$ cat src/rtl/cfg_loader_pkg.sv
package cfg_loader_pkg;

   typedef enum logic [2:0] {
      BK_CTRL = 3'd0,
      BK_RX   = 3'd1,
      BK_REF  = 3'd2,
      BK_TX   = 3'd3,
      BK_AUX  = 3'd4
   } bank_e;

   localparam int NUM_MAIN  = 4;
   localparam int NUM_BANKS = 5;

   typedef enum logic [1:0] {
      PM_RX       = 2'b00,
      PM_ACTIVE   = 2'b01,
      PM_STANDBY  = 2'b10,
      PM_INACTIVE = 2'b11
   } pwr_mode_e;

   // control word reset: inactive mode, divide-by-5 select, everything else clear
   localparam logic [13:0] CTRL_RST = {PM_INACTIVE, 10'b0, 2'b11};

endpackage

$ cat src/rtl/sl_serial_shift.sv
module sl_serial_shift #(
   parameter int WORD_W    = 16,
   parameter bit RISE_EDGE = 1'b1
) (
   input  logic              clk,
   input  logic              rst_n,
   input  logic              ser_clk,
   input  logic              ser_data,
   input  logic              ser_en,
   output logic              commit,
   output logic [WORD_W-1:0] word
);
   localparam int CW = $clog2(WORD_W);
   localparam logic [CW-1:0] LAST = CW'(WORD_W - 1);

   logic              sclk_q;
   logic              en_q;
   logic [CW-1:0]     cnt;
   logic [WORD_W-2:0] sr;
   logic              tick;
   logic              en_chg;

   generate
      if (RISE_EDGE) begin : g_rise
         assign tick = ser_clk & ~sclk_q;
      end else begin : g_fall
         assign tick = ~ser_clk & sclk_q;
      end
   endgenerate

   assign en_chg = ser_en ^ en_q;
   assign commit = tick & ~en_chg & (cnt == LAST);
   assign word   = {sr, ser_data};

   always_ff @(posedge clk or negedge rst_n) begin
      if (!rst_n) begin
         sclk_q <= 1'b0;
         en_q   <= 1'b0;
         cnt    <= '0;
         sr     <= '0;
      end else begin
         sclk_q <= ser_clk;
         en_q   <= ser_en;
         if (tick) begin
            sr <= {sr[WORD_W-3:0], ser_data};
         end
         if (en_chg) begin
            cnt <= tick ? CW'(1) : '0;
         end else if (tick) begin
            cnt <= (cnt == LAST) ? '0 : cnt + CW'(1);
         end
      end
   end
endmodule

$ cat src/rtl/sl_bank_decode.sv
module sl_bank_decode
   import cfg_loader_pkg::*;
(
   input  logic                 commit,
   input  logic                 ser_en,
   input  logic [1:0]           addr,
   output logic [NUM_BANKS-1:0] we
);
   always_comb begin
      we = '0;
      if (commit) begin
         if (!ser_en) begin
            we[addr] = 1'b1;
         end else if (addr[1]) begin
            we[BK_AUX] = 1'b1;
         end
      end
   end
endmodule

$ cat src/rtl/sl_word_reg.sv
module sl_word_reg #(
   parameter int           W   = 14,
   parameter logic [W-1:0] RST = '0
) (
   input  logic         clk,
   input  logic         rst_n,
   input  logic         we,
   input  logic [W-1:0] d,
   output logic [W-1:0] q
);
   always_ff @(posedge clk or negedge rst_n) begin
      if (!rst_n)  q <= RST;
      else if (we) q <= d;
   end
endmodule

$ cat src/rtl/cfg_serial_loader.sv
module cfg_serial_loader
   import cfg_loader_pkg::*;
#(
   parameter int          WORD_W    = 16,
   parameter bit          RISE_EDGE = 1'b1,
   parameter int          RX_RST    = 7215,
   parameter int          TX_RST    = 9966,
   parameter int          REF_RST   = 2048,
   parameter logic [3:0]  CD_RST    = 4'b1010
) (
   input  logic        clk,
   input  logic        rst_n,
   input  logic        ser_clk,
   input  logic        ser_data,
   input  logic        ser_en,
   output logic [1:0]  pwr_mode,
   output logic        batt_det_off,
   output logic        comp_mute,
   output logic        exp_mute,
   output logic        spk_mute,
   output logic [3:0]  spk_vol,
   output logic        det_out_sel,
   output logic        mcu_clk_on,
   output logic [2:0]  mcu_div_ratio,
   output logic [13:0] rx_div,
   output logic [13:0] tx_div,
   output logic [11:0] ref_div,
   output logic [1:0]  ref_region,
   output logic [5:0]  lo_cap_sel,
   output logic [3:0]  cd_thresh,
   output logic [2:0]  batt_thresh,
   output logic [1:0]  test_sel
);
   localparam int DW    = WORD_W - 2;
   localparam int AW    = WORD_W - 1;
   localparam int DIV_W = 14;
   localparam int REF_W = 12;

   localparam logic [DW-1:0] RST_TAB [NUM_MAIN] = '{
      CTRL_RST,
      DW'(RX_RST),
      DW'(REF_RST),
      DW'(TX_RST)
   };
   localparam logic [AW-1:0] AUX_RST = {6'b0, CD_RST, 3'b0, 2'b0};

   generate
      if (WORD_W != 16) begin : g_bad_word
         $error("cfg_serial_loader: field layout needs WORD_W == 16");
      end
      if (RX_RST < 16 || RX_RST >= (1 << DIV_W)) begin : g_bad_rx
         $error("cfg_serial_loader: RX_RST out of divider range");
      end
      if (TX_RST < 16 || TX_RST >= (1 << DIV_W)) begin : g_bad_tx
         $error("cfg_serial_loader: TX_RST out of divider range");
      end
      if (REF_RST < 16 || REF_RST >= (1 << REF_W)) begin : g_bad_ref
         $error("cfg_serial_loader: REF_RST out of divider range");
      end
   endgenerate

   logic                 commit;
   logic [WORD_W-1:0]    word;
   logic [NUM_BANKS-1:0] bank_we;
   logic [DW-1:0]        bank_q [NUM_MAIN];
   logic [AW-1:0]        aux_q;
   logic [DW-1:0]        ctrl_q;
   logic [DW-1:0]        ref_q;

   sl_serial_shift #(.WORD_W(WORD_W), .RISE_EDGE(RISE_EDGE)) u_shift (
      .clk      (clk),
      .rst_n    (rst_n),
      .ser_clk  (ser_clk),
      .ser_data (ser_data),
      .ser_en   (ser_en),
      .commit   (commit),
      .word     (word)
   );

   sl_bank_decode u_dec (
      .commit (commit),
      .ser_en (ser_en),
      .addr   (word[WORD_W-1:WORD_W-2]),
      .we     (bank_we)
   );

   generate
      for (genvar b = 0; b < NUM_MAIN; b++) begin : g_bank
         sl_word_reg #(.W(DW), .RST(RST_TAB[b])) u_reg (
            .clk   (clk),
            .rst_n (rst_n),
            .we    (bank_we[b]),
            .d     (word[DW-1:0]),
            .q     (bank_q[b])
         );
      end
   endgenerate

   sl_word_reg #(.W(AW), .RST(AUX_RST)) u_aux (
      .clk   (clk),
      .rst_n (rst_n),
      .we    (bank_we[BK_AUX]),
      .d     (word[AW-1:0]),
      .q     (aux_q)
   );

   assign ctrl_q = bank_q[BK_CTRL];
   assign ref_q  = bank_q[BK_REF];

   // control fields
   assign pwr_mode      = ctrl_q[13:12];
   assign batt_det_off  = ctrl_q[11];
   assign comp_mute     = ctrl_q[10];
   assign exp_mute      = ctrl_q[9];
   assign spk_mute      = ctrl_q[8];
   assign spk_vol       = ctrl_q[7:4];
   assign det_out_sel   = ctrl_q[3];
   assign mcu_clk_on    = ~ctrl_q[2];
   assign mcu_div_ratio = {1'b0, ctrl_q[1:0]} + 3'd2;

   // divider banks
   assign rx_div     = bank_q[BK_RX];
   assign tx_div     = bank_q[BK_TX];
   assign ref_region = ref_q[13:12];
   assign ref_div    = ref_q[REF_W-1:0];

   // auxiliary fields
   assign lo_cap_sel  = aux_q[14:9];
   assign cd_thresh   = aux_q[8:5];
   assign batt_thresh = aux_q[4:2];
   assign test_sel    = aux_q[1:0];
endmodule

$ cat config.mk
export PLATFORM = sky130hd
export DESIGN_NAME = cfg_serial_loader
export DESIGN_NICKNAME = d
export VERILOG_FILES = /design/src/rtl/cfg_loader_pkg.sv /design/src/rtl/sl_serial_shift.sv /design/src/rtl/sl_bank_decode.sv /design/src/rtl/sl_word_reg.sv /design/src/rtl/cfg_serial_loader.sv
export SDC_FILE = /design/constraint.sdc
export NUM_CORES = 1
export LEC_CHECK = 0
export BUFFER_PORTS_ARGS = -buffer_cell sky130_fd_sc_hd__buf_2
export CAP_MARGIN = 25
export CORE_MARGIN = 4
export CORE_UTILIZATION = 23
export CTS_BUF_LIST = sky130_fd_sc_hd__clkbuf_4 sky130_fd_sc_hd__clkbuf_8
export DETAILED_ROUTE_END_ITERATION = 10
export GPL_TIMING_DRIVEN = 0
export SYNTH_ARGS = -nofsm -noshare
export SYNTH_HDL_FRONTEND = slang
export SYNTH_HIERARCHICAL = 1
export SYNTH_SLANG_ARGS = --single-unit
$ cat constraint.sdc
create_clock -name clk -period 4.6 [get_ports clk]
set_input_delay 1.38 -clock clk [delete_from_list [all_inputs] [get_ports clk]]
set_output_delay 1.38 -clock clk [all_outputs]
set_load 0.1 [all_outputs]
== After elaboration in Yosys (flattened, before gate mapping) ==
Cells that the tools add are included.
Storage, ports and cells
  register bits: 92
  input bits: 5
  word-level logic and storage cells: 33
  output and inout bits: 72
Operators by class
  eq/ne operators: 1
  $add $sub $neg: 2
  bitwise gates (word level): 7
  reductions and logical operators: 2
  muxes and demuxes: 10
  order comparisons: 2
Operators with widths (number)
  4-bit 2-to-1 mux: 4
  5-bit 2-to-1 mux: 1
  4-bit by 1-bit adder with 4-bit output, second input constant: 1
  4-bit == test, second input constant: 1
  2-bit by 4-bit less-than comparator with 1-bit output, second input constant: 1
  1-bit 2-to-1 mux: 4
  2-bit by 2-bit adder with 3-bit output, second input constant: 1
  1-bit bitwise AND: 3
  1-bit NOT: 3
  1-bit demux with 2-bit select: 1
  2-bit by 1-bit >= comparator with 1-bit output, second input constant: 1
  2-bit nonzero test: 1
  1-bit logical AND: 1
  1-bit bitwise XOR: 1

== Depth between registers and ports, before layout ==
Gate-level depths: netlist (run 1).
  word-level depth: 6
  mapped depth: 7
  mapped depth without buffers: 5

== Hierarchy ==
The synthesis (run 1) kept the hierarchy.
Modules (own cells, without submodules)
  sl_serial_shift: area an instance 853.3 um^2, cells each 93, sequential area each 525.5 um^2, instances 1
  sl_word_reg (u_aux): area an instance 615.6 um^2, cells each 32, sequential area each 377.9 um^2, instances 1
  sl_word_reg (g_bank[3].u_reg): area an instance 530.5 um^2, cells each 29, sequential area each 361.6 um^2, instances 1
  sl_word_reg (g_bank[1].u_reg): area an instance 529.3 um^2, cells each 29, sequential area each 360.3 um^2, instances 1
  sl_word_reg (g_bank[0].u_reg): area an instance 524.3 um^2, cells each 29, sequential area each 355.3 um^2, instances 1
  sl_word_reg (g_bank[2].u_reg): area an instance 520.5 um^2, cells each 29, sequential area each 351.6 um^2, instances 1
  sl_bank_decode: area an instance 58.8 um^2, cells each 5, sequential area each 0.0 um^2, instances 1
  cfg_serial_loader: area an instance 7.5 um^2, cells each 2, sequential area each 0.0 um^2, instances 1

== Worst setup path after synthesis (run 1) ==
OpenSTA, ideal clock, no wires.
  path type: input port to flip-flop
  start point: input port ser_clk
  end point: register g_bank[0].u_reg.q[10]
  setup slack: 1.635 ns
  arrival: 2.840 ns
  library setup time: 0.125 ns
  path buffers: 2
  stages on the path: 6
  required time: 4.475 ns
  cell sequence: nand2b_1 buf_2 nor3_1 nor4b_2 buf_6 mux2_2
Between the ends
  word-level cells in the longest chain between the ends: 4
Ends and longest elaborated chain
  start, declared: RTL line cfg_serial_loader.sv:13  | input logic ser_clk,
  1-bit bitwise AND: RTL line sl_serial_shift.sv:25  | assign tick = ser_clk & ~sclk_q;
  1-bit bitwise AND (2 in series): RTL line sl_serial_shift.sv:32  | assign commit = tick & ~en_chg & (cnt == LAST);
  named net commit: RTL line cfg_serial_loader.sv:62  | logic commit;
  5-bit 2-to-1 mux: RTL line sl_bank_decode.sv:11  | if (commit) begin
  named net bank_we[0]: RTL line cfg_serial_loader.sv:64  | logic [NUM_BANKS-1:0] bank_we;
  end signal, assigned: RTL line sl_word_reg.sv:12  | if (!rst_n) q <= RST;
  end signal, assigned: RTL line sl_word_reg.sv:13  | else if (we) q <= d;
  end, declared: RTL line sl_word_reg.sv:9  | output logic [W-1:0] q
The timed path passes the listed nets, and every way through them passes these cells.
A chain may end at the register's enable or synchronous reset.

== Worst setup path in the final report (run 1) ==
Ends and elaborated chain as after synthesis.

==> results, run 1 <==
- The final layout contains 342 nets.
- Clock latency on the worst-skew pair, taken at its later pin, is 0.37 ns.
- The initial detailed-routing violation count is 51.
- In the final routed layout, each cell accounts on average for 15.6 µm.
- The final wirelength is 8620 µm.
- The worst endpoint required time is 4.86 ns.
- In the finished design, the share of the clock period the worst path needs comes to between 60% and 70%.
- The total overflow left after global routing is 0.
- The number of hold-repair buffers added at the cts stage is 0.
- The post-CTS setup buffer count is 0.
- The run finished with clean final reports.
- Entering global routing, the biggest net connects 71 pins.
- The critical-path maximum fanout is 10.
- The worst-case IR drop observed on VDD is 0.170 mV.
- The number of clock sinks is 92.
- Synthesis produced a netlist with a net count of 254.
- CTS built an H-tree with a depth of 3.
- Each instance of the synthesized netlist takes up on average 14.7 µm².
- The die boundary height is 134 µm.
- The synthesized netlist cell count is between 200 and 250.
- The transition time at the pin with the least slew margin is 0.750 ns.
- The setup path with the least slack is of type in -> reg.
- The first global-routing pass estimated 13600 µm of wire.
- The tree is rooted in a clkbuf_8.
- The share of the Yosys chip area taken by registers is between 60% and 70%.
- The effective utilization at floorplan is 23.7%.
- The synthesis warning total is 6.
- The max capacitance violation total is 0.
- Setup repair after global routing left no endpoint under its margin.
- The number of port buffers is 76.
- In this run the remaining antenna-violating nets after routing total 0.
- The clock arrives with 0.00551 ns of skew.
- The via count of the first global-routing pass is 2373.
- The number of antenna diodes in the final layout is 0.
- The post-route netlist has 59.8% of its cells at a drive strength greater than 1.
- The width of the die is 134 µm.
- Before antenna repair, the detailed router went through 4 iterations.
- For this design the static power due to leakage is between 2 and 2.5 nW.
- Routability-driven placement finished with a final weighted congestion of 0.690.
- The mean number of vias per cell is 3.97.
- In this run the tightest slew margin relative to its limit is about half.
- The initial antenna violation count is 0.
- No sink is reached through more buffers than the 2 on the longest clock path.
- Global routing used about a tenth of the available tracks across all layers.
- From synthesis to final layout, the design area changed by 23.8%.
- The final setup TNS is 0 ns.
- Hold timing on the final database bottoms out at a slack of 0.509 ns.
- The filler cell count in the final layout is 1586.
- The clock tree from TritonCTS is done.
- The critical path endpoint category is a register.
- The CTS buffer count is 9.
- The die area is 0.0179 mm².
- For this design the top-level I/O count stands at just under 80.
- The worst hold path belongs to the class reg -> reg.
- The floorplan row count is 45.
- The worst setup path is launched from an input pin.
- The count of state elements after synthesis is 92.
- The cell area that synthesis handed to floorplanning was ~0.0036 mm².
- Gates resized during post-CTS repair numbered 0.
- The count of different cell masters after synthesis is 26.
- After layout, the minimum clock period comes to 3.17 ns.
- The core region is 0.0154 mm².
- Setup violations remaining at the end of the flow were counted as 0.
- The remaining routing DRC violations is 0.
- The via count is 2192.
- After clock tree synthesis, the clock-pin slew on the worst setup and hold paths is 0.09 ns.
- At the worst endpoint, the arrival time is approximately 3.4 ns.
- The total power per unit cell area is about 330 mW/mm².
- The final hold violation count is 0.
- Based on the critical path, the design can be clocked at up to approximately 320 MHz.
- The number of max-slew violations in the final report is 0.
- The half-perimeter wire length of the detailed placement result is 5750 µm.
-- cells in the final DEF (no fill, tap or decap), types with 3 or more instances in the layout --
cell and n:
buf_2 78, dfrtp_1 68, mux2_2 61, nand2_1 49
dfstp_2 24, clkbuf_8 10, mux2_4 10, buf_6 5
inv_6 3, buf_4 3, a21oi_1 3, o21ai_0 3
-- synth_stat cells --
cell	number	area, µm²
dfrtp_1	68	1700
mux2_2	61	687
nand2_1	49	184
dfstp_2	24	631
mux2_4	10	150
buf_6	5	56.3
a21oi_1	3	15.0
buf_2	3	15.0
o21ai_0	3	15.0
and4bb_2	2	25.0
buf_4	2	15.0
inv_1	2	7.51
nand3b_1	2	15.0
xor2_1	2	17.5
a31oi_1	1	6.26
and3_2	1	7.51
and4b_2	1	11.3
buf_12	1	20.0
ha_1	1	12.5
nand2b_1	1	6.26
nand3_1	1	5.00
nor2_1	1	3.75
nor2b_1	1	6.26
nor3_1	1	5.00
nor4b_2	1	15.0
or3_1	1	6.26
-- metrics by stage --
step                cells  instance area, µm²  total power, mW  worst slack [ns]  utilization [%]
floorplan             248                3640            0.918              1.63                -
detailed placement    536                4310            0.971             0.973             28.1
global placement      535                4280            0.963              1.03             27.9
finish                552                4510             1.49              1.43             29.3
CTS                   552                4510             1.52              1.40             29.3
global route          552                4510             1.57              1.32             29.3
-- where the power goes --
part	switching, mW	leakage (nW)	total (mW)	internal, mW
Sequential	0.0520	1.18	0.889	0.837
Combinational	0.0413	1.05	0.0637	0.0224
Clock	0.313	0.0998	0.535	0.223
-- registers in the layout (all words and copies together) (netlist names) --
signal,cells
u_shift/cnt,4
u_shift/sclk_q,1
u_shift/en_q,1
u_aux/q,15
u_shift/sr,15
g_bank.u_reg/q,56
-- routing by layer --
metal  wire length, µm  GRT usage, %
met2              4100          16.3
met5                 0             0
met4                65          2.11
met1              3880          12.5
met3               580          4.69
-- critical path, stage by stage --
cell      delay [ns]
buf_2           0.12
nand2b_1        0.06
buf_2           0.18
nor3_1          0.36
nor4b_2         0.69
buf_6           0.29
mux2_2          0.36
-- path summary, 6_finish.rpt --
| kind | from | to | slack, ns | depth (start not counted) |
|---|---|---|---|---|
| min in group asynchronous | rst_n | g_bank[2].u_reg/q[13]$_DFFE_PN0P_ | 0.89 | 1 |
| hold / removal | g_bank[3].u_reg/q[4]$_DFFE_PN0P_ | g_bank[3].u_reg/q[4]$_DFFE_PN0P_ | 0.51 | 1 |
| hold reg to reg | g_bank[3].u_reg/q[4]$_DFFE_PN0P_ | g_bank[3].u_reg/q[4]$_DFFE_PN0P_ | 0.51 | 1 |
| setup / recovery | ser_clk | g_bank[0].u_reg/q[10]$_DFFE_PN0P_ | 1.43 | 7 |
| setup reg to reg | u_shift/cnt[0]$_DFFE_PN0P_ | g_bank[0].u_reg/q[10]$_DFFE_PN0P_ | 1.98 | 6 |
| max in group asynchronous | rst_n | g_bank[1].u_reg/q[3]$_DFFE_PN1P_ | 3.02 | 2 |
-- cell families after synthesis --
group	count (synthesis)	share of synthesized area [%]
flip-flops	92	64.1
multiplexers	71	23.0
AND/OR/NAND/NOR	62	7.98
buffers and inverters	13	3.13
AO/OA/AOI/OAI	7	0.997
XOR/XNOR	2	0.481
adder cells (fa/ha/maj)	1	0.344
-- area by class of cell --
type | instances | area (µm²) | share of cell area (%)
tap | 211 | 264 | 5.86
multi-input combinational | 143 | 1190 | 26.5
buffer | 11 | 106 | 2.36
sequential | 92 | 2330 | 51.7
clock inverter | 6 | 55.1 | 1.22
inverter | 2 | 7.51 | 0.167
clock buffer | 10 | 138 | 3.05
timing repair buffer | 77 | 410 | 9.11
Power figures use the tool's default switching activity.
==> inputs of run 2 (changes only) <==
--- a/config.mk
+++ b/config.mk
@@ -5,6 +5,7 @@
 export SDC_FILE = /design/constraint.sdc
 export NUM_CORES = 1
 export LEC_CHECK = 0
+export ABC_AREA = 1
 export BUFFER_PORTS_ARGS = -buffer_cell sky130_fd_sc_hd__buf_2
 export CAP_MARGIN = 25
 export CORE_MARGIN = 4
==> constraint.sdc (replaced) <==
create_clock -name clk -period 3.2 [get_ports clk]
set_input_delay 0.96 -clock clk [delete_from_list [all_inputs] [get_ports clk]]
set_output_delay 0.96 -clock clk [all_outputs]
set_load 0.1 [all_outputs]
==> run 2 against run 1 <==
Global-route usage increased by 0.71 points; final area increased by 2.7%; flip-flop and latch count unchanged; worst setup slack got worse by 0.56 ns; core utilization decreased by 0.18 points; die area increased by 2.1%; synthesized area increased by 2.3%; synthesized cell count increased by 70%; first-iteration DRC count increased to 3.0 times the previous value; clock power increased by 67%; critical endpoint is now mcu_div_ratio[2]; largest cell class unchanged; highest routed layer unchanged.
==> results, run 2 <==
- Status: finished, final reports clean (unchanged).
- The internal reg-to-reg setup slack is 1.13 ns (was 1.98 ns).
- The relative slew slack is 58.6% (was 49.9%).
- The combined global-route utilization of all metal layers is 10.8% (was 10.1%).
- Top cells by count, synth: nand2_1 (268), dfrtp_1 (68), dfstp_2 (24), inv_1 (12), buf_6 (8) (was dfrtp_1 (68), mux2_2 (61), nand2_1 (49), dfstp_2 (24), mux2_4 (10)).
- The synthesized netlist cell count came to 421 (was 248).
- The most frequently used flop master after synthesis is dfrtp_1 (unchanged).
- The total nets after synthesis is 427 (was 254).
- The cell class contributing the biggest share of worst-path delay was flip-flops (was simple AND/OR/NAND/NOR gates).
- The count of antenna diodes in the layout is 0 (unchanged).
- The wire length of the first global-routing pass is 15300 µm (was 13600 µm).
- The share of synthesized registers carrying an async set or reset is 100% (unchanged).
- The number of endpoints failing setup at the final stage came to 0 (unchanged).
- The count of different cell masters after synthesis is 20 (was 26).
- The effective utilization at floorplan is 23.4% (was 23.7%).
- Cell Chain, Critical Path: buf_2 (was buf_2 > nand2b_1 > buf_2 > nor3_1 > nor4b_2 > buf_6 > mux2_2).
- The half-perimeter wire length of the detailed placement result was 6920 µm (was 5750 µm).
- The most numerous cell in the Yosys netlist was nand2_1 (was dfrtp_1).
- The startpoint of the worst setup timing path is g_bank[0].u_reg/q[1]$_DFFE_PN1P_ (was ser_clk).
- The number of standard cells in the layout, taps in and fillers out is 730 (was 552).
- The total number of cells along the worst setup path is 1 (was 7).
- The die area is 0.0183 mm² (was 0.0179 mm²).
- Subtracting the final worst setup slack from the clock period gives around 2.3 ns.
- The max capacitance violation total is 0 (unchanged).
- The hold path startpoint is g_bank[3].u_reg/q[9]$_DFFE_PN1P_ (was g_bank[3].u_reg/q[4]$_DFFE_PN0P_).
- The initial antenna violation count was 0 (unchanged).
- The critical path class was reg -> out (was in -> reg).
- The average wire per cell in the routed design is 13.0 µm (was 15.6 µm).
- The via count was 2776 (was 2192).
- The flip-flop count of the largest register after layout is 56 (unchanged).
- The critical-path maximum fanout is 3 (was 10).
- The critical path endpoint category is an output port (was register).
- The post-detailed-route count of antenna-violating nets is 0 (unchanged).
- The count of flip-flops with a built-in enable after synthesis came to 0 (unchanged).
- The termination of the worst setup path is mcu_div_ratio[2] (was g_bank[0].u_reg/q[10]$_DFFE_PN0P_).
- The beginning of the worst register-to-register path is u_shift/cnt[0]$_DFFE_PN0P_ (unchanged).
- The critical register-to-register path endpoint is g_bank[3].u_reg/q[12]$_DFFE_PN0P_ (was g_bank[0].u_reg/q[10]$_DFFE_PN0P_).
- The die boundary height came to 135 µm (was 134 µm).
- The portion of synthesized cell area occupied by the leading cell type is 45.7% (was 46.8%).
- The clock tree from TritonCTS is done (unchanged).
- The width of the die is 135 µm (was 134 µm).
- The final hold violation count is 0 (unchanged).
- The worst endpoint required time is 2.24 ns (was 4.86 ns).
- Setup repair after global routing missed its margin: false (unchanged).
- The initial detailed-routing violation count is 153 (was 51).
- The CTS buffer count is 9 (unchanged).
- The pin count of the biggest net entering global routing was 48 (was 71).
- The slowest cell on the critical path is dfstp_2 (was nor4b_2).
- The number of detailed-route iterations in the first pass is 4 (unchanged).
- The final wirelength is 9480 µm (was 8620 µm).
- The number of gates given a new drive strength after cts is 0 (unchanged).
- The path depth of the worst reg2reg path came to 9 (was 6).
- The clock latency of the later-clocked register in the worst-skew pair came to 0.37 ns (about the same).
- Dominant cells by area after synthesis: dfrtp_1 (46%), nand2_1 (27%), dfstp_2 (17%), buf_6 (2.4%), buf_4 (1.2%) (was dfrtp_1 (47%), mux2_2 (19%), dfstp_2 (17%), nand2_1 (5.1%), mux2_4 (4.1%)).
- The share of the core filled with cells in the final layout came to 29.1% (was 29.3%).
- The area growth from synthesis to layout is 24.4% (was 23.8%).
- The kind of start point of the critical path is a register (was input pin).
- The core box area is 0.0159 mm² (was 0.0154 mm²).
- The number of clock sinks is 92 (unchanged).
- The number of buffers and inverters on the critical path is 1 (was 3).
- The leading cell type in the layout, fill and taps excluded is nand2_1 (was buf_2).
- The placed cell count came to 714 (was 536).
- Largest registers in the final layout: g_bank.u_reg/q x56, u_aux/q x15, u_shift/sr x15 (unchanged).
- The leakage power figure is 2.63 nW (was 2.33 nW).
- The final layout net count was 515 (was 342).
- Commonest cells after routing, fill and taps aside: nand2_1 (268), buf_2 (75), dfrtp_1 (68) (was buf_2 (78), dfrtp_1 (68), mux2_2 (61)).
- The remaining routing DRC violations is 0 (unchanged).
- The sum of internal, switching and leakage power came to 2.28 mW (was 1.49 mW).
- The pre-CTS setup slack is 0.566 ns (was 0.973 ns).
- The transition time at the pin with the least slew margin came to 0.621 ns (was 0.750 ns).
- The critical path's largest stage delay is 0.58 ns (was 0.69 ns).
- The endpoint arrival time on the critical path is 1.37 ns (was 3.44 ns).
- The fraction of final layout cells sized beyond drive strength 1 came to 28.8% (was 59.8%).
- The final setup TNS is 0 ns (unchanged).
- The number of max-slew violations in the final report was 0 (unchanged).
- The clock transition at the registers of the reported paths is 0.10 ns (was 0.09 ns).
- The CTS root buffer is clkbuf_8 (unchanged).
- The via count of the first global-routing pass is 2816 (was 2373).
- The mean number of vias per cell was 3.80 (was 3.97).
- The floorplan row count is 46 (was 45).
- The final weighted congestion of routability-driven global placement is 0.754 (was 0.690).
- The H-tree depth is 3 (unchanged).
- The worst clock skew on the final layout came to 0.0122 ns (was 0.00551 ns).
- The classification of the worst-slack hold path is reg -> reg (unchanged).
- The mean instance size in the synthesized netlist was 8.84 µm² (was 14.7 µm²).
- The setup slack after layout is 0.869 ns (was 1.43 ns).
- The total overflow reported by the global router is 0 (unchanged).
- The ratio of final minimum period to clock period is 72.8%.
- The sequential-to-total area share from yosys stat is 62.7% (was 64.1%).
- The post-CTS setup buffer count is 0 (unchanged).
- The worst vdd rail ir drop is 0.266 mV (was 0.170 mV).
- The synthesized area came to 0.00372 mm² (was 0.00364 mm²).
- The count of state elements after synthesis is 92 (unchanged).
- The filler cell count in the final layout was 1738 (was 1586).
- The number of hold-repair buffers added at the cts stage is 0 (unchanged).
- The achievable clock frequency is 429 MHz.
- The number of port buffers is 76 (unchanged).
- The deepest clock path buffer count is 2 (unchanged).
- The top-level port count was 77 (unchanged).
- The register with the most flip-flops is g_bank.u_reg/q (unchanged).
- The cell taking the most area after synthesis is dfrtp_1 (unchanged).
- The synthesis warning total is 6 (unchanged).
- The total power per unit cell area is 493 mW/mm² (was 330 mW/mm²).
==> run 2: changes by cell type in the layout (fill, tap and decap cells not counted), moves of 4 or more <==
cell | before | now
nor2_1 | 1 | 6
inv_2 | 0 | 6
inv_1 | 2 | 12
buf_4 | 3 | 7
mux2_2 | 61 | 0
mux2_4 | 10 | 0
nand2_1 | 49 | 268
nand2_2 | 0 | 7
==> run 2: layout make-up <==
| cell class | instances | area [µm²] | area share, % |
|---|---|---|---|
| buffer | 15 | 155 | 3.35 |
| clock buffer | 9 | 124 | 2.68 |
| clock inverter | 7 | 103 | 2.22 |
| inverter | 19 | 76.3 | 1.65 |
| multi-input combinational | 295 | 1160 | 25.0 |
| sequential | 92 | 2330 | 50.4 |
| tap | 216 | 270 | 5.84 |
| timing repair buffer | 77 | 410 | 8.86 |
==> run 2: kinds of logic after synthesis <==
| group | count (synthesis) | share of synthesized area, % |
|---|---|---|
| adder cells (fa/ha/maj) | 1 | 0.336 |
| buffers and inverters | 34 | 6.22 |
| AO/OA/AOI/OAI | 5 | 0.672 |
| AND/OR/NAND/NOR | 289 | 30.1 |
| flip-flops | 92 | 62.7 |
==> run 2: per-stage QoR <==
| stage | area (µm²) | hold WS (ns) |
|---|---|---|
| 2_1_floorplan | 3720 | 0.442 |
| 3_3_place_gp | 4370 | 0.448 |
| 3_5_place_dp | 4400 | 0.450 |
| 4_1_cts | 4630 | 0.466 |
| 5_1_grt | 4630 | 0.473 |
| 6_report | 4630 | 0.461 |
==> run 2: how the worst min path moves through the flow <==
stage	slack, ns	endpoint	cells after the start
after floorplan	0.44	g_bank[0].u_reg/q[2]$_DFFE_PN0P_	2
after global placement	0.45	u_aux/q[6]$_DFFE_PN1P_	2
after detailed placement	0.45	g_bank[3].u_reg/q[9]$_DFFE_PN1P_	2
after CTS	0.47	g_bank[3].u_reg/q[9]$_DFFE_PN1P_	2
after global routing	0.47	g_bank[3].u_reg/q[9]$_DFFE_PN1P_	2
final	0.46	g_bank[3].u_reg/q[9]$_DFFE_PN1P_	2
==> run 2: where the power goes <==
group / total [mW] / leakage [nW] / switching [mW] / internal, mW
Sequential: 1.29 / 1.18 / 0.0891 / 1.20
Clock: 0.896 / 0.111 / 0.445 / 0.451
Combinational: 0.0939 / 1.33 / 0.0618 / 0.0321
Total: 2.28 / 2.63 / 0.596 / 1.69
==> run 2: metal layers <==
layer | track usage (%) | up-vias | routed length (µm)
met5 | 0 | - | 0
met4 | 2.86 | 0 | 106
met3 | 4.12 | 10 | 634
met2 | 18.0 | 53 | 4560
met1 | 13.2 | 1275 | 4170
li1 | - | 1438 | -
